[src/rtl/bsd_pkg.sv]
package bsd_pkg;
  typedef enum logic [1:0] {
    CYC_NONE  = 2'd0,
    CYC_READ  = 2'd1,
    CYC_WRITE = 2'd2
  } cyc_kind_e;

  // exactly one strobe low makes a cycle; both or neither is no cycle
  function automatic cyc_kind_e classify(input logic rd_n, input logic wr_n);
    if (!rd_n && wr_n)      return CYC_READ;
    else if (rd_n && !wr_n) return CYC_WRITE;
    else                    return CYC_NONE;
  endfunction
endpackage

[src/rtl/mem_region_match.sv]
module mem_region_match
  import bsd_pkg::*;
#(
  parameter int ADDR_W    = 20,
  parameter int ROM_BITS  = 15,
  parameter int RAM_BITS  = 19,
  parameter int BANK_BITS = 15,
  localparam int HI_W     = ADDR_W - BANK_BITS,
  localparam int IDX_W    = RAM_BITS - BANK_BITS,
  localparam int NBANK    = 1 << IDX_W
) (
  input  logic [HI_W-1:0]  addr_hi,
  input  logic             mem_cyc,
  input  cyc_kind_e        kind,
  output logic             rom_hit,
  output logic [NBANK-1:0] bank_hit
);
  logic             in_rom;
  logic             in_ram;
  logic [IDX_W-1:0] idx;

  assign in_rom  = &addr_hi[HI_W-1:ROM_BITS-BANK_BITS];
  assign in_ram  = ~|addr_hi[HI_W-1:IDX_W];
  assign idx     = addr_hi[IDX_W-1:0];
  assign rom_hit = mem_cyc && in_rom && (kind == CYC_READ);

  for (genvar b = 0; b < NBANK; b++) begin : g_bank
    localparam logic [IDX_W-1:0] BI = IDX_W'(b);
    assign bank_hit[b] = mem_cyc && in_ram && (kind != CYC_NONE) && (idx == BI);
  end
endmodule

[src/rtl/io_port_match.sv]
module io_port_match
  import bsd_pkg::*;
#(
  parameter int          IO_W      = 16,
  parameter logic [15:0] PORT_BASE = 16'h0060,
  parameter int          PORT_REGS = 4,
  localparam int         REG_BITS  = $clog2(PORT_REGS)
) (
  input  logic [IO_W-1:0]     port_addr,
  input  logic                io_cyc,
  input  cyc_kind_e           kind,
  output logic                port_hit,
  output logic [REG_BITS-1:0] reg_idx
);
  localparam logic [IO_W-1:0] BASE = IO_W'(PORT_BASE);

  assign port_hit = io_cyc && (kind != CYC_NONE) &&
                    (port_addr[IO_W-1:REG_BITS] == BASE[IO_W-1:REG_BITS]);
  assign reg_idx  = port_hit ? port_addr[REG_BITS-1:0] : '0;
endmodule

[src/rtl/rom_wait_gen.sv]
module rom_wait_gen #(
  parameter int  WAIT_STATES = 1,
  localparam int CNT_W       = $clog2(WAIT_STATES + 1)
) (
  input  logic clk,
  input  logic rst,
  input  logic rom_read,
  output logic ready_o
);
  logic             seen_q;
  logic             start;
  logic [CNT_W-1:0] cnt_q;

  assign start   = rom_read && !seen_q;
  assign ready_o = (cnt_q == '0);

  always_ff @(posedge clk) begin
    if (rst) begin
      seen_q <= 1'b0;
      cnt_q  <= '0;
    end else begin
      seen_q <= rom_read;
      if (start)              cnt_q <= CNT_W'(WAIT_STATES);
      else if (cnt_q != '0)   cnt_q <= cnt_q - 1'b1;
    end
  end

  AST_WAIT_ENDS: assert property (@(posedge clk) disable iff (rst)
    (cnt_q == CNT_W'(1) && !start) |=> ready_o);
  AST_WAIT_BOUNDED: assert property (@(posedge clk) disable iff (rst)
    (cnt_q <= CNT_W'(WAIT_STATES)));
endmodule

[src/rtl/bus_select_decoder.sv]
module bus_select_decoder
  import bsd_pkg::*;
#(
  parameter int          ADDR_W      = 20,
  parameter int          IO_W        = 16,
  parameter int          ROM_BITS    = 15,
  parameter int          RAM_BITS    = 19,
  parameter int          BANK_BITS   = 15,
  parameter logic [15:0] PORT_BASE   = 16'h0060,
  parameter int          PORT_REGS   = 4,
  parameter int          WAIT_STATES = 1,
  localparam int         NBANK       = 1 << (RAM_BITS - BANK_BITS),
  localparam int         REG_BITS    = $clog2(PORT_REGS)
) (
  input  logic                clk,
  input  logic                rst,
  input  logic [ADDR_W-1:0]   addr,
  input  logic                io_sel,
  input  logic                rd_n,
  input  logic                wr_n,
  output logic                rom_cs_n,
  output logic [NBANK-1:0]    ram_bank_cs_n,
  output logic                port_cs_n,
  output logic [REG_BITS-1:0] port_reg,
  output logic                ready
);
  cyc_kind_e           kind;
  logic                rom_hit;
  logic [NBANK-1:0]    bank_hit;
  logic                port_hit;
  logic [REG_BITS-1:0] reg_idx;

  assign kind = classify(rd_n, wr_n);

  mem_region_match #(
    .ADDR_W(ADDR_W), .ROM_BITS(ROM_BITS), .RAM_BITS(RAM_BITS), .BANK_BITS(BANK_BITS)
  ) u_mem (
    .addr_hi (addr[ADDR_W-1:BANK_BITS]),
    .mem_cyc (!io_sel),
    .kind    (kind),
    .rom_hit (rom_hit),
    .bank_hit(bank_hit)
  );

  io_port_match #(
    .IO_W(IO_W), .PORT_BASE(PORT_BASE), .PORT_REGS(PORT_REGS)
  ) u_io (
    .port_addr(addr[IO_W-1:0]),
    .io_cyc   (io_sel),
    .kind     (kind),
    .port_hit (port_hit),
    .reg_idx  (reg_idx)
  );

  rom_wait_gen #(.WAIT_STATES(WAIT_STATES)) u_wait (
    .clk     (clk),
    .rst     (rst),
    .rom_read(rom_hit),
    .ready_o (ready)
  );

  always_ff @(posedge clk) begin
    if (rst) begin
      rom_cs_n      <= 1'b1;
      ram_bank_cs_n <= '1;
      port_cs_n     <= 1'b1;
      port_reg      <= '0;
    end else begin
      rom_cs_n      <= !rom_hit;
      ram_bank_cs_n <= ~bank_hit;
      port_cs_n     <= !port_hit;
      port_reg      <= reg_idx;
    end
  end

  AST_ONE_TARGET: assert property (@(posedge clk) disable iff (rst)
    $countones({~rom_cs_n, ~ram_bank_cs_n, ~port_cs_n}) <= 1);
  AST_BANK_ONEHOT: assert property (@(posedge clk) disable iff (rst)
    $onehot0(~ram_bank_cs_n));
  AST_NO_STROBE_NO_SEL: assert property (@(posedge clk) disable iff (rst)
    (rd_n == wr_n) |=> (rom_cs_n && (&ram_bank_cs_n) && port_cs_n));
  AST_ROM_WRITE_BLOCKED: assert property (@(posedge clk) disable iff (rst)
    (!io_sel && rd_n && !wr_n) |=> rom_cs_n);
  AST_IO_NO_MEM: assert property (@(posedge clk) disable iff (rst)
    io_sel |=> (rom_cs_n && (&ram_bank_cs_n)));
  AST_MEM_NO_PORT: assert property (@(posedge clk) disable iff (rst)
    !io_sel |=> port_cs_n);
  AST_WAIT_ONLY_ROM: assert property (@(posedge clk) disable iff (rst)
    !ready |-> !rom_cs_n);
endmodule

[config.mk]
export PLATFORM = sky130hd
export DESIGN_NAME = bus_select_decoder
export DESIGN_NICKNAME = d
export VERILOG_FILES = /design/src/rtl/bsd_pkg.sv /design/src/rtl/mem_region_match.sv /design/src/rtl/io_port_match.sv /design/src/rtl/rom_wait_gen.sv /design/src/rtl/bus_select_decoder.sv
export SDC_FILE = /design/constraint.sdc
export NUM_CORES = 1
export LEC_CHECK = 0
export BUFFER_PORTS_ARGS = -buffer_cell sky130_fd_sc_hd__buf_2
export CAP_MARGIN = 20
export CORE_MARGIN = 2
export CORE_UTILIZATION = 39
export DETAILED_ROUTE_END_ITERATION = 12
export PLACE_DENSITY = 0.8
export RECOVER_POWER = 25
export SETUP_SLACK_MARGIN = 0.5
export SLEW_MARGIN = 5
export SYNTH_ARGS = -nofsm -noshare
export SYNTH_HDL_FRONTEND = slang
export SYNTH_SLANG_ARGS = --single-unit
[constraint.sdc]
create_clock -name clk -period 2.25 [get_ports clk]
set_input_delay 0.45 -clock clk [delete_from_list [all_inputs] [get_ports clk]]
set_output_delay 0.45 -clock clk [all_outputs]
set_load 0.02 [all_outputs]
Word level (Yosys, flattened, before mapping)
Index checks and enable logic that the tools add are counted.
Word-level totals
  flip-flop bits (word level): 22
  input port bits: 25
  output and inout bits: 21
Operators by class
  $add $sub $neg: 1
  eq/ne operators: 17
  multiplexer cells: 4
  bitwise logic cells: 3
  reduce and logical (&&, ||, !) cells: 36
Operator list (count)
  equality test 4 bit (second input constant): 8
  logical AND 1 bit: 25
  equality test 4 x 3 -> 1 bit (second input constant): 4
  NOT 16 bit: 1
  equality test 14 x 5 -> 1 bit (second input constant): 1
  equality test 4 x 2 -> 1 bit (second input constant): 2
  logical NOT 1 bit: 7
  AND reduction 5 bit: 1
  equality test 4 x 1 -> 1 bit (second input constant): 1
  logical NOT 4 bit: 1
  two-way mux 2 bit: 2
  equality test 2 x 1 -> 1 bit (second input constant): 1
  two-way mux 1 bit: 2
  NOT 1 bit: 2
  nonzero test 2 bit: 1
  OR reduction 2 bit: 1
  subtractor 1 bit (second input constant): 1

Depth between registers and ports, before layout
Gate-level depths: netlist (run 1).
  depth in word-level cells: 9
  depth in mapped cells: 5

Cells and area by module
From an unflattened synthesis (run 1), not the netlist that was laid out.
Unflattened totals
  cells, all modules: 90
  area total of the unflattened synthesis: 908.4 sq um
By module, submodules not included
  bus_select_decoder: instances 1, cells each 45, area each 551.8 sq um
  mem_region_match: instances 1, cells each 31, area each 207.7 sq um
  io_port_match: instances 1, cells each 9, area each 86.3 sq um
  rom_wait_gen: instances 1, cells each 5, area each 62.6 sq um

Worst setup path after synthesis (run 1)
No wires, ideal clock.
  path kind: input-to-reg
  start point: input port rd_n
  end point: register ram_bank_cs_n[14]
  setup time: 0.126 ns
  data arrival time: 1.620 ns
  slack: 0.504 ns
  stages: 5
  path buffers: 0
  cell sequence: inv_1 > ha_1 > or4_4 > nor3b_2 > nand3_1
Between the ends
  cells in the longest elaborated chain, start to end: 7
  elaborated cells between the ends (all ways): 9
  classes of those cells: 2 x mux; 1 x bitwise; 6 x reduce/logical
Ends and longest elaborated chain
  from (decl): line bus_select_decoder.sv:19  | input logic rd_n,
  logical AND 1 bit / logical NOT 1 bit (equally long branches): line bsd_pkg.sv:11, bsd_pkg.sv:10
  two-way mux 2 bit / logical AND 1 bit (equally long branches): line bsd_pkg.sv:11, bsd_pkg.sv:10
  two-way mux 2 bit (*): line bsd_pkg.sv:10  | if (!rd_n && wr_n) return CYC_READ;
  nonzero test 2 bit (*): line mem_region_match.sv:29  | assign bank_hit[b] = mem_cyc && in_ram && (kind != CYC_NONE) && (idx == BI);
  logical AND 1 bit (*) (2 in series): line mem_region_match.sv:29
  NOT 16 bit (*): line bus_select_decoder.sv:70  | ram_bank_cs_n <= ~bank_hit;
  to (signal assigned): line bus_select_decoder.sv:70
  to (decl): line bus_select_decoder.sv:22  | output logic [NBANK-1:0] ram_bank_cs_n,
Every way passes the cells marked *; elsewhere a longest branch is shown, timed or not.
A chain may end at the register's enable or synchronous reset.

Worst setup path after layout (run 1)
Ends and elaborated chain as after synthesis.

==> flow_summary.json, run 1 <==
{
  "cts_hold_buf": 0,
  "seq_area_frac_synth": 0.634,
  "insertion_delay_ns": 0.29,
  "numCtsBuffers": 3,
  "hold_viol_final": 0,
  "worstPathMaxFanout": 4,
  "die_w_um": 46.2,
  "fin_area_sq_um": 963,
  "reg2regPathDepth": 1,
  "r2r_slack_ns": 1.80,
  "ys_warn_count": 0,
  "vias": 633,
  "nets": 140,
  "cts_tree": "done",
  "wl_met1_um": 527,
  "total_power_uw": 601,
  "start_util": 0.407,
  "whs_endpoint": "port_reg[0]",
  "cp_cell_sequence": "buf_2, inv_1, ha_1, or4_4, nor3b_2, nand3_1",
  "status": "completed",
  "core_region_area_sq_mm": 0.00171,
  "overflow": 0,
  "cts.repair.resized": 0,
  "slew_violations": 0,
  "cts.clk_slew.worst_paths_ns": 0.10,
  "cp_slowest_cell": "or4_4",
  "io_buffer_count": 45,
  "synth.distinct_cells": 15,
  "syn_nets": 90,
  "rr_endpoint": "u_wait.cnt_q",
  "ys_ff_latch": 22,
  "diodes": 0,
  "critPathBufInv": 2,
  "cts-root-buf": "clkbuf_4",
  "antenna_found_initial": 0,
  "criticalPathCategory": "in -> reg",
  "drc": 0,
  "slowest_delay_ns": 0.54,
  "largest_register_ffs": 16,
  "relSlewSlack": 0.786,
  "drt_pass1_iterations": 4,
  "p_per_area_mw_per_mm2": 624,
  "place.gp.congestion": 0.747,
  "ir_drop_v": 0.000332,
  "min_period_ns": 1.65,
  "min_path_type": "in -> reg",
  "end_kind": "flip-flop",
  "drive_gt1_frac": 0.393,
  "syn_to_final_growth_pct": 38.7,
  "netlist_instances": 64,
  "grt_pass1_wl_mm": 1.98,
  "hp-start": "addr[14]",
  "dr.max_layer_used": "met4",
  "whs_path_depth": 2,
  "tightest_slew_ns": 0.322,
  "grt_max_degree": 12,
  "setup_violations": 0,
  "rows": 15,
  "wl_met3_um": 136,
  "critPathTopFamily": "simple AND/OR/NAND/NOR gates",
  "max_cap_viol_count": 0,
  "fin_setup_tns_ns": 0,
  "cp-start-kind": "input pin",
  "avgSynthCellArea_sq_um": 10.9,
  "fin_crit_sh": 0.733,
  "die_h_um": 46.2,
  "via_per_inst": 4.62,
  "clock_path_buffers": 2,
  "dp.cells": 134,
  "wl_per_cell_um": 9.95,
  "r2r-start": "u_wait.seen_q",
  "track_usage": 0.140,
  "clock_sinks": 22,
  "dp_hpwl_mm": 1.13,
  "skew_ns": 0.000269,
  "syn-cell-area_sq_um": 694,
  "rsz0062_at_grt": "false",
  "htreeDepth": 1,
  "cp.required_ns": 2.43,
  "power_leakage_nw": 0.394,
  "grt_pass1_vias": 509,
  "wl_met2_um": 656,
  "hold_slack_ns": 0.328,
  "fmax_mhz": 606,
  "die-area_sq_mm": 0.00213,
  "ios": 46,
  "final_cell_count_no_fill": 137,
  "post_cts_buffers": 0,
  "routed_wl_mm": 1.36,
  "dr.first_iter.drc_count": 2,
  "place_area_sq_um": 951,
  "drtAntennaViolNets": 0,
  "worstPathArrival_ns": 1.83
}
## synthesized netlist by cell type
cell type / number / area [sq um]
dfxtp_1: 22 / 440
or4_4: 1 / 11.3
ha_1: 1 / 12.5
nor3b_4: 1 / 18.8
nor4b_1: 3 / 26.3
or4_1: 2 / 15.0
nor4bb_1: 2 / 20.0
inv_1: 3 / 11.3
nand4_1: 2 / 12.5
nor3_2: 1 / 10.0
nor3b_2: 1 / 12.5
nand3_1: 4 / 20.0
nor2b_1: 2 / 12.5
nand2_1: 14 / 52.6
nor2_1: 5 / 18.8
## where the power goes
| part | internal, mW | switching, mW | total [mW] |
|---|---|---|---|
| registers | 0.390 | 0.000256 | 0.391 |
| clock network | 0.0624 | 0.102 | 0.164 |
| logic | 0.0234 | 0.0229 | 0.0463 |
| total | 0.476 | 0.125 | 0.601 |
## cell type report
cell class / instances / area, sq um
Timing Repair Buffer: 45 / 215
Clock buffer: 3 / 22.5
Tap cell: 25 / 31.3
Multi-Input combinational cell: 39 / 243
Inverter: 3 / 11.3
Sequential cell: 22 / 440
Fill cell: 168 / 744
## how the worst max path moves through the flow
stage / from / endpoint / slack (ns) / cells past startpoint
6_report: rd_n / ram_bank_cs_n[14] / 0.60 / 6
4_1_cts: rd_n / ram_bank_cs_n[14] / 0.60 / 6
5_1_grt: rd_n / ram_bank_cs_n[14] / 0.51 / 6
3_3_place_gp: rd_n / ram_bank_cs_n[14] / 0.32 / 6
3_5_place_dp: rd_n / ram_bank_cs_n[14] / 0.28 / 6
2_1_floorplan: rd_n / ram_bank_cs_n[14] / 0.50 / 5
## layer usage
metal | global-route usage | vias up
li1 | - | 316
met1 | 0.145 | 274
met5 | 0 | -
met4 | 0.120 | 0
met2 | 0.228 | 38
met3 | 0.0392 | 5
## stage by stage
stage | setup WS [ns] | util
floorplan | 0.504 | -
global placement | 0.324 | 0.557
detailed placement | 0.278 | 0.557
CTS | 0.603 | 0.570
global route | 0.512 | 0.564
finish | 0.600 | 0.564
## logic make-up after synthesis
group                      Yosys count  share of synthesized area
adders and majority gates            1                     0.0180
and+or+nand+nor                     38                      0.332
DFF                                 22                      0.634
buffers and inverters                3                     0.0162
## cells in the final DEF, fill, tap and decap left out
| cell type | instances |
|---|---|
| buf_2 | 37 |
| dfxtp_1 | 22 |
| nand2_1 | 14 |
| clkbuf_1 | 8 |
| nor2_1 | 5 |
| nand3_1 | 4 |
| inv_1 | 3 |
| nor4b_1 | 3 |
| clkbuf_4 | 3 |
| nor2b_1 | 2 |
| nand4_1 | 2 |
| or4_1 | 2 |
| nor4bb_1 | 2 |
| or4_4 | 1 |
| nor3_2 | 1 |
| nor3b_2 | 1 |
| nor3b_4 | 1 |
| ha_1 | 1 |
No activity file was read; power rests on OpenSTA's default activity.
==> run 2, diff against run 1 <==
==> constraint.sdc (replaced) <==
create_clock -name clk -period 1.6 [get_ports clk]
set_input_delay 0.32 -clock clk [delete_from_list [all_inputs] [get_ports clk]]
set_output_delay 0.32 -clock clk [all_outputs]
set_load 0.02 [all_outputs]
==> run 2 against run 1 <==
  * Register-to-register slack worse by 0.66 ns
  * Via count increased by 0.95%
  * Power rose by 73%
  * Wire length grew 2.9%
  * Worst setup slack worse by 0.30 ns
  * Critical path type unchanged
==> flow_summary.json, run 2 (same netlist as run 1, synthesis figures left out) <==
{
  "antenna_found_initial": 0,
  "worstPathArrival_ns": 1.49,
  "cp.required_ns": 1.79,
  "ir_drop_v": 0.000526,
  "overflow": 0,
  "hold_slack_ns": 0.207,
  "final_cell_count_no_fill": 140,
  "dp_hpwl_mm": 1.12,
  "grt_max_degree": 14,
  "power_leakage_nw": 0.486,
  "syn_to_final_growth_pct": 69.9,
  "multi_input_area_sq_um": 302,
  "criticalPathCategory": "in -> reg",
  "ios": 46,
  "worstPathMaxFanout": 4,
  "track_usage": 0.136,
  "end_kind": "flip-flop",
  "tightest_slew_ns": 0.419,
  "grt_pass1_vias": 540,
  "via_per_inst": 4.56,
  "slew_violations": 0,
  "fmax_mhz": 768,
  "die_w_um": 46.2,
  "drt_pass1_iterations": 5,
  "place.gp.congestion": 0.723,
  "nets": 142,
  "cp_slowest_cell": "or4_4",
  "status": "completed",
  "dp.cells": 135,
  "vias": 639,
  "diodes": 0,
  "nFillCells": 127,
  "max_cap_viol_count": 0,
  "insertion_delay_ns": 0.29,
  "min_period_ns": 1.30,
  "rsz0062_at_grt": "true",
  "critPathTopFamily": "simple AND/OR/NAND/NOR gates",
  "hold_viol_final": 0,
  "slowest_delay_ns": 0.47,
  "die-area_sq_mm": 0.00213,
  "cp_cell_sequence": "buf_6, ha_4, or4_4, nor3b_4, nand3_1",
  "cts-root-buf": "clkbuf_4",
  "drtAntennaViolNets": 0,
  "cts.clk_slew.worst_paths_ns": 0.12,
  "core_region_area_sq_mm": 0.00171,
  "final_common_cell": "buf_2",
  "final_cell_mix": "buf_2, dfxtp_1, nand2_1, buf_6, buf_4",
  "fin_crit_sh": 0.814,
  "setup_violations": 0,
  "clock_sinks": 22,
  "start_util": 0.407,
  "die_h_um": 46.2,
  "cp-start-kind": "input pin",
  "largest_register_ffs": 16,
  "dr.first_iter.drc_count": 3,
  "routed_wl_mm": 1.40,
  "setup_slack_ns": 0.298,
  "drc": 0,
  "cts_hold_buf": 0,
  "cts_tree": "done",
  "min_path_type": "in -> reg",
  "io_buffer_count": 45,
  "preCtsSetupSlack_ns": -0.105,
  "rows": 15,
  "critPathBufInv": 1,
  "numCtsBuffers": 3,
  "htreeDepth": 1,
  "wl_per_cell_um": 10.0,
  "relSlewSlack": 0.721,
  "grt_pass1_wl_mm": 2.08,
  "skew_ns": 0.000727,
  "p_per_area_mw_per_mm2": 883,
  "seq_area_sq_um": 447,
  "clock_path_buffers": 2,
  "drive_gt1_frac": 0.539
}
==> run 2: cell types whose count changed in the layout (fill, tap and decap cells not counted), sizes merged <==
cell	change
clkbuf	-3
buf	+5
bufinv	+1
==> run 2: path summary, 6_finish.rpt <==
| check | from | end | slack [ns] | cells after the start |
|---|---|---|---|---|
| worst min register to register | u_wait.seen_q | u_wait.cnt_q | 0.40 | 1 |
| worst max register to register | u_wait.seen_q | u_wait.cnt_q | 1.14 | 1 |
| worst min-delay path | addr[14] | port_reg[1] | 0.21 | 2 |
| worst max-delay path | wr_n | ram_bank_cs_n[13] | 0.30 | 5 |
==> run 2: power by group <==
part	internal, mW	leakage [nW]	total [mW]	switching [mW]
logic	0.0452	0.280	0.0861	0.0409
registers	0.549	0.178	0.549	0.000515
clock network	0.253	0.0279	0.407	0.154
total	0.847	0.486	1.04	0.195
==> run 2: through the flow <==
| step | area, sq um | utilization | power [mW] | TNS (ns) |
|---|---|---|---|---|
| 2_1_floorplan | 722 | - | 0.589 | 0 |
| 5_1_grt | 1180 | 0.691 | 1.07 | 0 |
| 3_5_place_dp | 986 | 0.577 | 0.636 | -0.474 |
| 6_report | 1180 | 0.691 | 1.04 | 0 |
| 3_3_place_gp | 986 | 0.577 | 0.633 | -0.101 |
| 4_1_cts | 1110 | 0.651 | 1.05 | 0 |
==> run 2: per-layer routing <==
layer	vias to the layer above	GRT usage	part of all wire
li1	321	-	-
met4	0	0.0686	0.012
met3	2	0.0118	0.071
met5	-	0	0
met2	35	0.233	0.51
met1	281	0.167	0.40
==> run 2: cell type report <==
cell class	instances	area share
repair buffers	47	0.283
inverters	3	0.0117
clock inverters	1	0.0255
clock buffers	3	0.0191
flip-flops and latches	22	0.379
well taps	25	0.0265
multi-input cells	39	0.256
==> run 2: repair_timing <==
action / in CTS / in global routing
pin swaps: 6 / 2
setup endpoints to repair: 28 / 40
setup buffers: 1 / 0
resized for setup: 17 / 32
